File: src/rtl/ccd_clkgen_pkg.sv
package ccd_clkgen_pkg;

  // Position of the line counter within one line
  typedef enum logic [1:0] {
    LP_SETUP = 2'd0,
    LP_GATE  = 2'd1,
    LP_HOLD  = 2'd2,
    LP_SHIFT = 2'd3
  } line_phase_e;

  // One set of sensor drive levels
  typedef struct packed {
    logic shift_a;
    logic gate;
    logic nrst;
    logic clamp;
  } drive_t;

  localparam drive_t DRIVE_PARKED = '{shift_a: 1'b1, gate: 1'b0, nrst: 1'b0, clamp: 1'b0};

endpackage

File: src/rtl/ccd_clkgen_line_seq.sv
module ccd_clkgen_line_seq
  import ccd_clkgen_pkg::*;
#(
  parameter int LINE_CLKS  = 110000,
  parameter int SETUP_CLKS = 2,
  parameter int GATE_CLKS  = 100,
  parameter int HOLD_CLKS  = 38
) (
  input  logic        clk,
  input  logic        rst_n,
  output line_phase_e phase,
  output logic        pix_restart
);
  localparam int LW      = $clog2(LINE_CLKS);
  localparam int GATE_AT = SETUP_CLKS;
  localparam int HOLD_AT = SETUP_CLKS + GATE_CLKS;
  localparam int WIN     = SETUP_CLKS + GATE_CLKS + HOLD_CLKS;

  logic [LW-1:0] pos;
  logic          pos_last;

  assign pos_last = (pos == LW'(LINE_CLKS - 1));

  always_ff @(posedge clk) begin
    if (!rst_n)        pos <= '0;
    else if (pos_last) pos <= '0;
    else               pos <= pos + 1'b1;
  end

  always_comb begin
    if (int'(pos) < GATE_AT)      phase = LP_SETUP;
    else if (int'(pos) < HOLD_AT) phase = LP_GATE;
    else if (int'(pos) < WIN)     phase = LP_HOLD;
    else                          phase = LP_SHIFT;
  end

  // the pixel timer restarts so that its offset 0 lands on the first shift cycle
  assign pix_restart = (pos == LW'(WIN - 1));


  pos_range_chk: assert property (@(posedge clk) disable iff (!rst_n)
    int'(pos) < LINE_CLKS);


  pos_wrap_chk: assert property (@(posedge clk) disable iff (!rst_n)
    $past(pos_last) && $past(rst_n) |-> pos == '0);

endmodule

File: src/rtl/ccd_clkgen_subpulse.sv
module ccd_clkgen_subpulse #(
  parameter int PW       = 5,
  parameter int START_AT = 12,
  parameter int LEN      = 1
) (
  input  logic [PW-1:0] offset,
  output logic          pulse
);
  localparam int STOP_AT = START_AT + LEN;

  assign pulse = (int'(offset) >= START_AT) && (int'(offset) < STOP_AT);

endmodule

File: src/rtl/ccd_clkgen_pix_timer.sv
module ccd_clkgen_pix_timer #(
  parameter int PIX_CLKS = 20,
  parameter int NUM_PIX  = 5415,
  parameter int RST_AT   = 12,
  parameter int RST_LEN  = 1,
  parameter int CLP_AT   = 14,
  parameter int CLP_LEN  = 2,
  localparam int NW      = $clog2(NUM_PIX + 1)
) (
  input  logic          clk,
  input  logic          rst_n,
  input  logic          restart,
  output logic          shift_a,
  output logic          nrst,
  output logic          clamp,
  output logic          valid,
  output logic          first,
  output logic [NW-1:0] idx
);
  localparam int PW   = $clog2(PIX_CLKS);
  localparam int HALF = PIX_CLKS / 2;
  localparam int NP   = 2;
  localparam int P_AT  [NP] = '{RST_AT, CLP_AT};
  localparam int P_LEN [NP] = '{RST_LEN, CLP_LEN};

  logic [PW-1:0] ofs;
  logic [NW-1:0] pnum;
  logic          ofs_last;
  logic [NP-1:0] pulses;

  assign ofs_last = (ofs == PW'(PIX_CLKS - 1));

  always_ff @(posedge clk) begin
    if (!rst_n) begin
      ofs  <= '0;
      pnum <= NW'(NUM_PIX);
    end else if (restart) begin
      ofs  <= '0;
      pnum <= '0;
    end else begin
      ofs <= ofs_last ? '0 : ofs + 1'b1;
      if (ofs_last && (pnum != NW'(NUM_PIX))) pnum <= pnum + 1'b1;
    end
  end

  for (genvar g = 0; g < NP; g++) begin : g_sub
    ccd_clkgen_subpulse #(
      .PW      (PW),
      .START_AT(P_AT[g]),
      .LEN     (P_LEN[g])
    ) u_sub (
      .offset(ofs),
      .pulse (pulses[g])
    );
  end

  assign shift_a = (int'(ofs) < HALF);
  assign nrst    = pulses[0];
  assign clamp   = pulses[1];
  assign valid   = (pnum != NW'(NUM_PIX));
  assign idx     = valid ? pnum + 1'b1 : '0;
  assign first   = valid && (pnum == '0) && (ofs == '0);


  sub_excl_chk: assert property (@(posedge clk) disable iff (!rst_n)
    !(nrst && clamp));


  idx_step_chk: assert property (@(posedge clk) disable iff (!rst_n)
    valid && $past(valid) && $past(rst_n) && !$past(restart) |->
      (idx == $past(idx)) || (idx == $past(idx) + 1'b1));


  nrst_low_half_chk: assert property (@(posedge clk) disable iff (!rst_n)
    nrst |-> !shift_a);

endmodule

File: src/rtl/ccd_clkgen.sv
module ccd_clkgen
  import ccd_clkgen_pkg::*;
#(
  parameter int PIX_CLKS   = 20,
  parameter int NUM_PIX    = 5415,
  parameter int SETUP_CLKS = 2,
  parameter int GATE_CLKS  = 100,
  parameter int HOLD_CLKS  = 38,
  parameter int LINE_CLKS  = 110000,
  parameter int RST_AT     = 12,
  parameter int RST_LEN    = 1,
  parameter int CLP_AT     = 14,
  parameter int CLP_LEN    = 2,
  localparam int NW        = $clog2(NUM_PIX + 1)
) (
  input  logic          clk,
  input  logic          rst_n,
  output logic          shift_a,
  output logic          shift_b,
  output logic          xfer_gate,
  output logic          node_rst,
  output logic          clamp,
  output logic          line_start,
  output logic          pixel_valid,
  output logic [NW-1:0] pixel_index
);
  localparam int WIN  = SETUP_CLKS + GATE_CLKS + HOLD_CLKS;
  localparam int HALF = PIX_CLKS / 2;

  // parameter sanity: timing gaps, line fit, sub-pulse placement
  if (PIX_CLKS < 4 || SETUP_CLKS < 1 || GATE_CLKS < 1 || HOLD_CLKS < 1) begin : g_bad_gap
    $error("ccd_clkgen: pixel period or window gap too short");
  end
  if (LINE_CLKS < WIN + NUM_PIX * PIX_CLKS || ((LINE_CLKS - WIN) % PIX_CLKS) != 0) begin : g_bad_line
    $error("ccd_clkgen: line period too short or not a whole number of pixels");
  end
  if (RST_LEN < 1 || CLP_LEN < 1 || RST_AT < 1 || RST_AT + RST_LEN > CLP_AT ||
      CLP_AT + CLP_LEN > PIX_CLKS) begin : g_bad_order
    $error("ccd_clkgen: reset and clamp pulses overlap or leave the pixel");
  end
  if (!((RST_AT + RST_LEN <= HALF) || (RST_AT > HALF)) ||
      !((CLP_AT + CLP_LEN <= HALF) || (CLP_AT > HALF))) begin : g_bad_edge
    $error("ccd_clkgen: a sub-pulse straddles a shift clock edge");
  end

  line_phase_e   phase;
  logic          pix_restart;
  logic          t_shift, t_nrst, t_clamp, t_valid, t_first;
  logic [NW-1:0] t_idx;
  drive_t        drv_d, drv_q;
  logic          in_shift;

  ccd_clkgen_line_seq #(
    .LINE_CLKS (LINE_CLKS),
    .SETUP_CLKS(SETUP_CLKS),
    .GATE_CLKS (GATE_CLKS),
    .HOLD_CLKS (HOLD_CLKS)
  ) u_line (
    .clk        (clk),
    .rst_n      (rst_n),
    .phase      (phase),
    .pix_restart(pix_restart)
  );

  ccd_clkgen_pix_timer #(
    .PIX_CLKS(PIX_CLKS),
    .NUM_PIX (NUM_PIX),
    .RST_AT  (RST_AT),
    .RST_LEN (RST_LEN),
    .CLP_AT  (CLP_AT),
    .CLP_LEN (CLP_LEN)
  ) u_pix (
    .clk    (clk),
    .rst_n  (rst_n),
    .restart(pix_restart),
    .shift_a(t_shift),
    .nrst   (t_nrst),
    .clamp  (t_clamp),
    .valid  (t_valid),
    .first  (t_first),
    .idx    (t_idx)
  );

  assign in_shift = (phase == LP_SHIFT);

  always_comb begin
    drv_d      = DRIVE_PARKED;
    drv_d.gate = (phase == LP_GATE);
    if (in_shift) begin
      drv_d.shift_a = t_shift;
      drv_d.nrst    = t_nrst;
      drv_d.clamp   = t_clamp;
    end
  end

  // glitch-free registered drive outputs
  always_ff @(posedge clk) begin
    if (!rst_n) begin
      drv_q       <= DRIVE_PARKED;
      shift_b     <= 1'b0;
      line_start  <= 1'b0;
      pixel_valid <= 1'b0;
      pixel_index <= '0;
    end else begin
      drv_q       <= drv_d;
      shift_b     <= ~drv_d.shift_a;
      line_start  <= in_shift && t_first;
      pixel_valid <= in_shift && t_valid;
      pixel_index <= in_shift ? t_idx : '0;
    end
  end

  assign shift_a   = drv_q.shift_a;
  assign xfer_gate = drv_q.gate;
  assign node_rst  = drv_q.nrst;
  assign clamp     = drv_q.clamp;


  gate_parks_shift_chk: assert property (@(posedge clk) disable iff (!rst_n)
    xfer_gate |-> shift_a && !node_rst && !clamp);


  gate_no_pixel_chk: assert property (@(posedge clk) disable iff (!rst_n)
    xfer_gate |-> !pixel_valid);


  start_idx_chk: assert property (@(posedge clk) disable iff (!rst_n)
    line_start |-> pixel_valid && (pixel_index == NW'(1)));


  complement_chk: assert property (@(posedge clk) disable iff (!rst_n)
    shift_b == !shift_a);


  gate_after_setup_chk: assert property (@(posedge clk) disable iff (!rst_n)
    $rose(xfer_gate) |-> $past(shift_a) && !$past(pixel_valid));

endmodule

File: config.mk
export PLATFORM = sky130hd
export DESIGN_NAME = ccd_clkgen
export DESIGN_NICKNAME = d
export VERILOG_FILES = /design/src/rtl/ccd_clkgen_pkg.sv /design/src/rtl/ccd_clkgen_line_seq.sv /design/src/rtl/ccd_clkgen_subpulse.sv /design/src/rtl/ccd_clkgen_pix_timer.sv /design/src/rtl/ccd_clkgen.sv
export SDC_FILE = /design/constraint.sdc
export NUM_CORES = 1
export LEC_CHECK = 0
export BUFFER_PORTS_ARGS = -buffer_cell sky130_fd_sc_hd__buf_2
export CORE_MARGIN = 8
export CORE_UTILIZATION = 35
export CTS_CLUSTER_DIAMETER = 50
export DETAILED_ROUTE_END_ITERATION = 8
export PLACE_DENSITY = 0.52
export SLEW_MARGIN = 25
export SYNTH_ARGS = -nofsm -noshare
export SYNTH_HDL_FRONTEND = slang
export SYNTH_SLANG_ARGS = --single-unit
File: constraint.sdc
create_clock -name clk -period 2 [get_ports clk]
set_clock_uncertainty 0.2 [all_clocks]
set_input_delay 0.1 -clock clk [delete_from_list [all_inputs] [get_ports clk]]
set_output_delay 0.1 -clock clk [all_outputs]
set_load 0.03 [all_outputs]
### Word-level counts from Yosys, hierarchy flattened

Index checks and enable logic that the tools add are counted.

* add/sub/neg operators: 3
* order comparisons: 8
* equal/unequal tests: 6
* multiplexer cells: 6
* bitwise gates (word level): 2
* reduce and logical (&&, ||, !) cells: 15

Operator list (number)
* $mux 13: 2
* $add 17x1->17 const B: 1
* $eq 17x17->1 const B: 1
* $eq 17x8->1 const B: 1
* $lt 17x2->1 const B: 1
* $lt 17x7->1 const B: 1
* $lt 17x8->1 const B: 1
* $add 13x1->13 const B: 1
* $logic_not 13->1: 1
* $ne 13x13->1 const B: 1
* $ge 5x4->1 const B: 2
* $lt 5x4->1 const B: 2
* $logic_and 1x1->1: 7
* $add 5x1->5 const B: 1
* $eq 5x5->1 const B: 1
* $logic_not 5->1: 1
* $lt 5x5->1 const B: 1
* $mux 2: 2
* $reduce_or 2->1: 2
* $reduce_and 3->1: 1
* $reduce_or 3->1: 1
* $eq 2x1->1 const B: 1
* $eq 2x2->1 const B: 1
* $mux 1: 2
* other kinds (3): 4

* register bits: 55
* input bits: 2
* output and inout bits: 20

### Longest topological paths before layout

* word-level depth: 7
* depth in mapped cells: 7

### Cells and area by module

A second synthesis with hierarchy kept.

* cell total of the unflattened synthesis: 308
* area, all modules: 2748.9 µm²

By module, submodules not included
* ccd_clkgen_pix_timer: times used 1, cells each 155, area an instance 1246.2 µm², seq. area each 360.3 µm²
* ccd_clkgen_line_seq: times used 1, cells each 104, area an instance 869.6 µm², seq. area each 340.3 µm²
* ccd_clkgen: times used 1, cells each 46, area an instance 606.8 µm², seq. area each 400.4 µm²
* ccd_clkgen_subpulse at u_pix.g_sub[0].u_sub: times used 1, cells each 2, area an instance 16.3 µm², seq. area each 0.0 µm²
* ccd_clkgen_subpulse at u_pix.g_sub[1].u_sub: times used 1, cells each 1, area an instance 10.0 µm², seq. area each 0.0 µm²

### Least setup slack after synthesis

OpenSTA, ideal clock, no wires.

* path kind: register to register
* start point: register u_pix.pnum[3]
* end point: register u_pix.pnum[1]
* arrival: 1.792 ns
* setup slack: -0.129 ns
* cell stages (with the launch flop): 6
* buffers on the path: 1
* clock period less this slack: 2.129 ns
* path through: dfxtp_1 buf_6 or4_4 or4_4 a311oi_1 o21ai_0

* cells in the longest elaborated chain, start to end: 3

RTL lines
* from (decl): RTL line ccd_clkgen_pix_timer.sv:27 `logic [NW-1:0] pnum;`
* from (signal assigned): RTL line ccd_clkgen_pix_timer.sv:36 `pnum <= NW'(NUM_PIX);`
* from (signal assigned): RTL line ccd_clkgen_pix_timer.sv:42 `if (ofs_last && (pnum != NW'(NUM_PIX))) pnum <= pnum + 1'b1;`
* $ne 13x13->1: RTL line ccd_clkgen_pix_timer.sv:42
* $logic_and 1x1->1: RTL line ccd_clkgen_pix_timer.sv:42
* $reduce_bool 2->1 (no source line)

Every way passes these cells.
A chain may end at the register's enable or synchronous reset.

### Worst setup path after layout

* start point: register u_pix.pnum[11]
* end point: register u_pix.pnum[8]

The elaborated chain is that of the path after synthesis.

==> qor.csv <==
metric,value,unit
arrival,2.00,ns
num_antenna_cells,0,
synthCells,301,
wire_per_inst,12.59,um
h-tree-depth,2,
start_util,0.3543,
grt_pass1_wl,9.611,mm
synth.yosys.seq_area_share,0.4354,
ant_nets,0,
clockBufferDepth,2,
async_reset_ff_frac,0,
max-cap-violations,0,
rsz0062_at_grt,yes,
vdd_drop_max,0.0003851,V
routed_wl,5.642,mm
crit_chain,or4_4 > or4_4 > buf_6 > nand4b_1 > a31oi_1,
die_area,0.01020,sq mm
cpMaxStageDelayCell,or4_4,
drv_slew,0,
gp_congestion,0.8332,
fmax,0.4975,GHz
grt_max_degree,17,
synth-main-ff-cell,dfxtp_1,
synth_nets,309,
dieHeight,101,um
drtPass1Iterations,4,
crit_type,reg -> reg,
final_nets,357,
clock_latency,0.30,ns
grtUsageTotal,0.1159,
synth_area,0.002529,sq mm
hold_violations,0,
crit_fanout,3,
tightest_slew,0.5287,ns
antenna_found_initial,0,
leakagePower,1.225,nW
grt_pass1_vias,2113,
yosysWarnings,0,
ys_seq_elements,55,
crit_path_frequent_cell,or4_4,
period_needed,2.010,ns
final_core_util,0.4399,
relSlewSlack,0.6384,
startpoint_type,flop,
synth_edf_count,0,
end_kind,flop,
setup_viol,2,
p_total,1.910,mW
dieWidth,101,um
tritoncts,built,
setup_ws,-0.01003,ns
status,"finished, violations left",
pre_cts_slack,-0.06397,ns
grt_overflow,0,
drcViolationCount,0,
synth_cell_types,44,
root_buffer,clkbuf_8,
dr.first_iter.drc_count,71,
cts_inserted_buffers,5,
routed_via_density,4.933,
hpwlAfterDp,4.177,mm
vias,2210,
drive_gt1_frac,0.2407,
hold_path.class,reg -> reg,
row_count,31,
core_region_area,0.007137,sq mm
syn2layout_area_growth,24.15,%
required,1.99,ns
port-buffer-count,21,
p_per_area,608.4,mW/mm^2
clkTransAtPathRegs,0.10,ns
period_share,1.005,
max_stage_delay,0.54,ns
synth_area_per_cell,8.401,sq um
violations,negative setup slack,
top_level_ports,22,
clock_sinks,55,
==> area by class of cell <==
class,instances,area (sq um)
fillers,735,3998
multi-input cells,210,1321
repair buffers,64,434.2
clock buffers,5,68.82
well taps,99,123.9
inverters,13,48.80
clock inverters,2,37.54
flip-flops and latches,55,1105
==> worst paths after layout <==
| check | start | slack (ns) | to | depth (start not counted) |
|---|---|---|---|---|
| setup / recovery | u_pix.pnum[11]$_SDFFE_PP0N_ | -0.01 | u_pix.pnum[8]$_SDFFE_PN1P_ | 5 |
| hold reg to reg | u_line.pos[0]$_SDFF_PP0_ | 0.26 | u_line.pos[0]$_SDFF_PP0_ | 1 |
| hold / removal | u_line.pos[0]$_SDFF_PP0_ | 0.26 | u_line.pos[0]$_SDFF_PP0_ | 1 |
| setup reg to reg | u_pix.pnum[11]$_SDFFE_PP0N_ | -0.01 | u_pix.pnum[8]$_SDFFE_PN1P_ | 5 |
==> report_power, final <==
group | switching [mW] | internal [mW] | total, mW
combinational | 0.0419 | 0.0328 | 0.0747
clock | 0.352 | 0.367 | 0.719
sequential | 0.00975 | 1.11 | 1.12
==> state kept, by name, indices dropped and copies added, names as in the netlist <==
register	flops
line_start	1
pixel_valid	1
u_pix.ofs	5
shift_b	1
pixel_index	13
shift_a	1
node_rst	1
u_pix.pnum	13
xfer_gate	1
u_line.pos	17
clamp	1
==> cell families (layout without fill, tap and decap cells) <==
family | count (synthesis) | in the layout | share of synthesized area
adders and majority gates | 6 | 6 | 0.02969
and+or+nand+nor | 141 | 141 | 0.2870
xor gates and xnor gates | 29 | 29 | 0.1004
DFF | 55 | 55 | 0.4354
AOI/OAI and AO/OA | 34 | 34 | 0.08857
buffers and inverters | 36 | 84 | 0.05888
==> cell usage in the layout, fill, tap and decap left out, types with 2 or more instances in the layout <==
cell / synthesis / routed
nor2_1: 53 / 53
dfxtp_1: 55 / 52
buf_4: 1 / 41
buf_2: 2 / 21
xnor2_1: 19 / 19
nand3_1: 17 / 17
inv_1: 13 / 12
nand2_1: 12 / 12
nor3_1: 10 / 10
xor2_1: 10 / 10
nor4_1: 12 / 9
nand4_1: 8 / 8
o21ai_0: 8 / 7
or4_1: 7 / 7
a21oi_1: 6 / 6
ha_1: 6 / 6
o31ai_1: 5 / 5
clkbuf_8: 0 / 5
or3_1: 4 / 4
a31oi_1: 4 / 4
or2_2: 3 / 3
dfxtp_2: 0 / 3
and3_1: 2 / 2
nor2b_1: 2 / 2
or4_4: 2 / 2
o21ai_1: 1 / 2
nor4_2: 0 / 2
nor4b_1: 2 / 2
a211oi_1: 2 / 2
==> per-layer routing <==
metal  wire, um  up-vias  share of wire  track usage
li1           -     1137              -            -
met1       2698     1034           0.48       0.1433
met2       2626       35           0.47       0.1961
met3        278        4          0.049      0.02901
met4         38        0         0.0067      0.02749
met5          0        -              0            0
==> synth_stat cells, drive strengths merged, types with 3 or more instances <==
master | number | area, sq um
clkbuf | 17 | 63.81
o21ai | 9 | 45.04
o31ai | 5 | 37.54
or3 | 4 | 25.02
dfxtp | 55 | 1101
nand4 | 8 | 50.05
nand2 | 12 | 45.04
ha | 6 | 75.07
or4 | 9 | 75.07
nor3 | 10 | 50.05
xnor2 | 19 | 166.4
a21oi | 6 | 30.03
inv | 13 | 48.80
xor2 | 10 | 87.58
or2 | 3 | 18.77
nor4 | 12 | 75.07
nor2 | 53 | 198.9
buf | 6 | 36.29
a31oi | 4 | 25.02
nand3 | 17 | 85.08
==> metrics by stage <==
stage	hold WS (ns)	cells	area, sq um	setup TNS [ns]
floorplan	0.07128	301	2534	-0.4399
global placement	0.1873	438	2958	-0.03244
detailed placement	0.1973	438	2958	-0.3337
CTS	-0.1165	446	3082	-0.02287
global route	0.2984	448	3139	-0.7392
finish	0.2623	448	3139	-0.01085
==> worst max-delay path, delay by kind of cell, from the launching register on <==
family / cells / cell delay, ns
AO/OA/AOI/OAI: 1 / 0.08
buffers and inverters: 1 / 0.14
flip-flops: 1 / 0.33
AND/OR/NAND/NOR: 3 / 1.15
==> repair_timing <==
action	in CTS	in global routing
setup buffers	1	1
endpoints found under the setup margin	13	29
pin swaps	2	4
hold endpoints to repair	6	6
resized for setup	2	9
(Power assumes the default switching activity.)
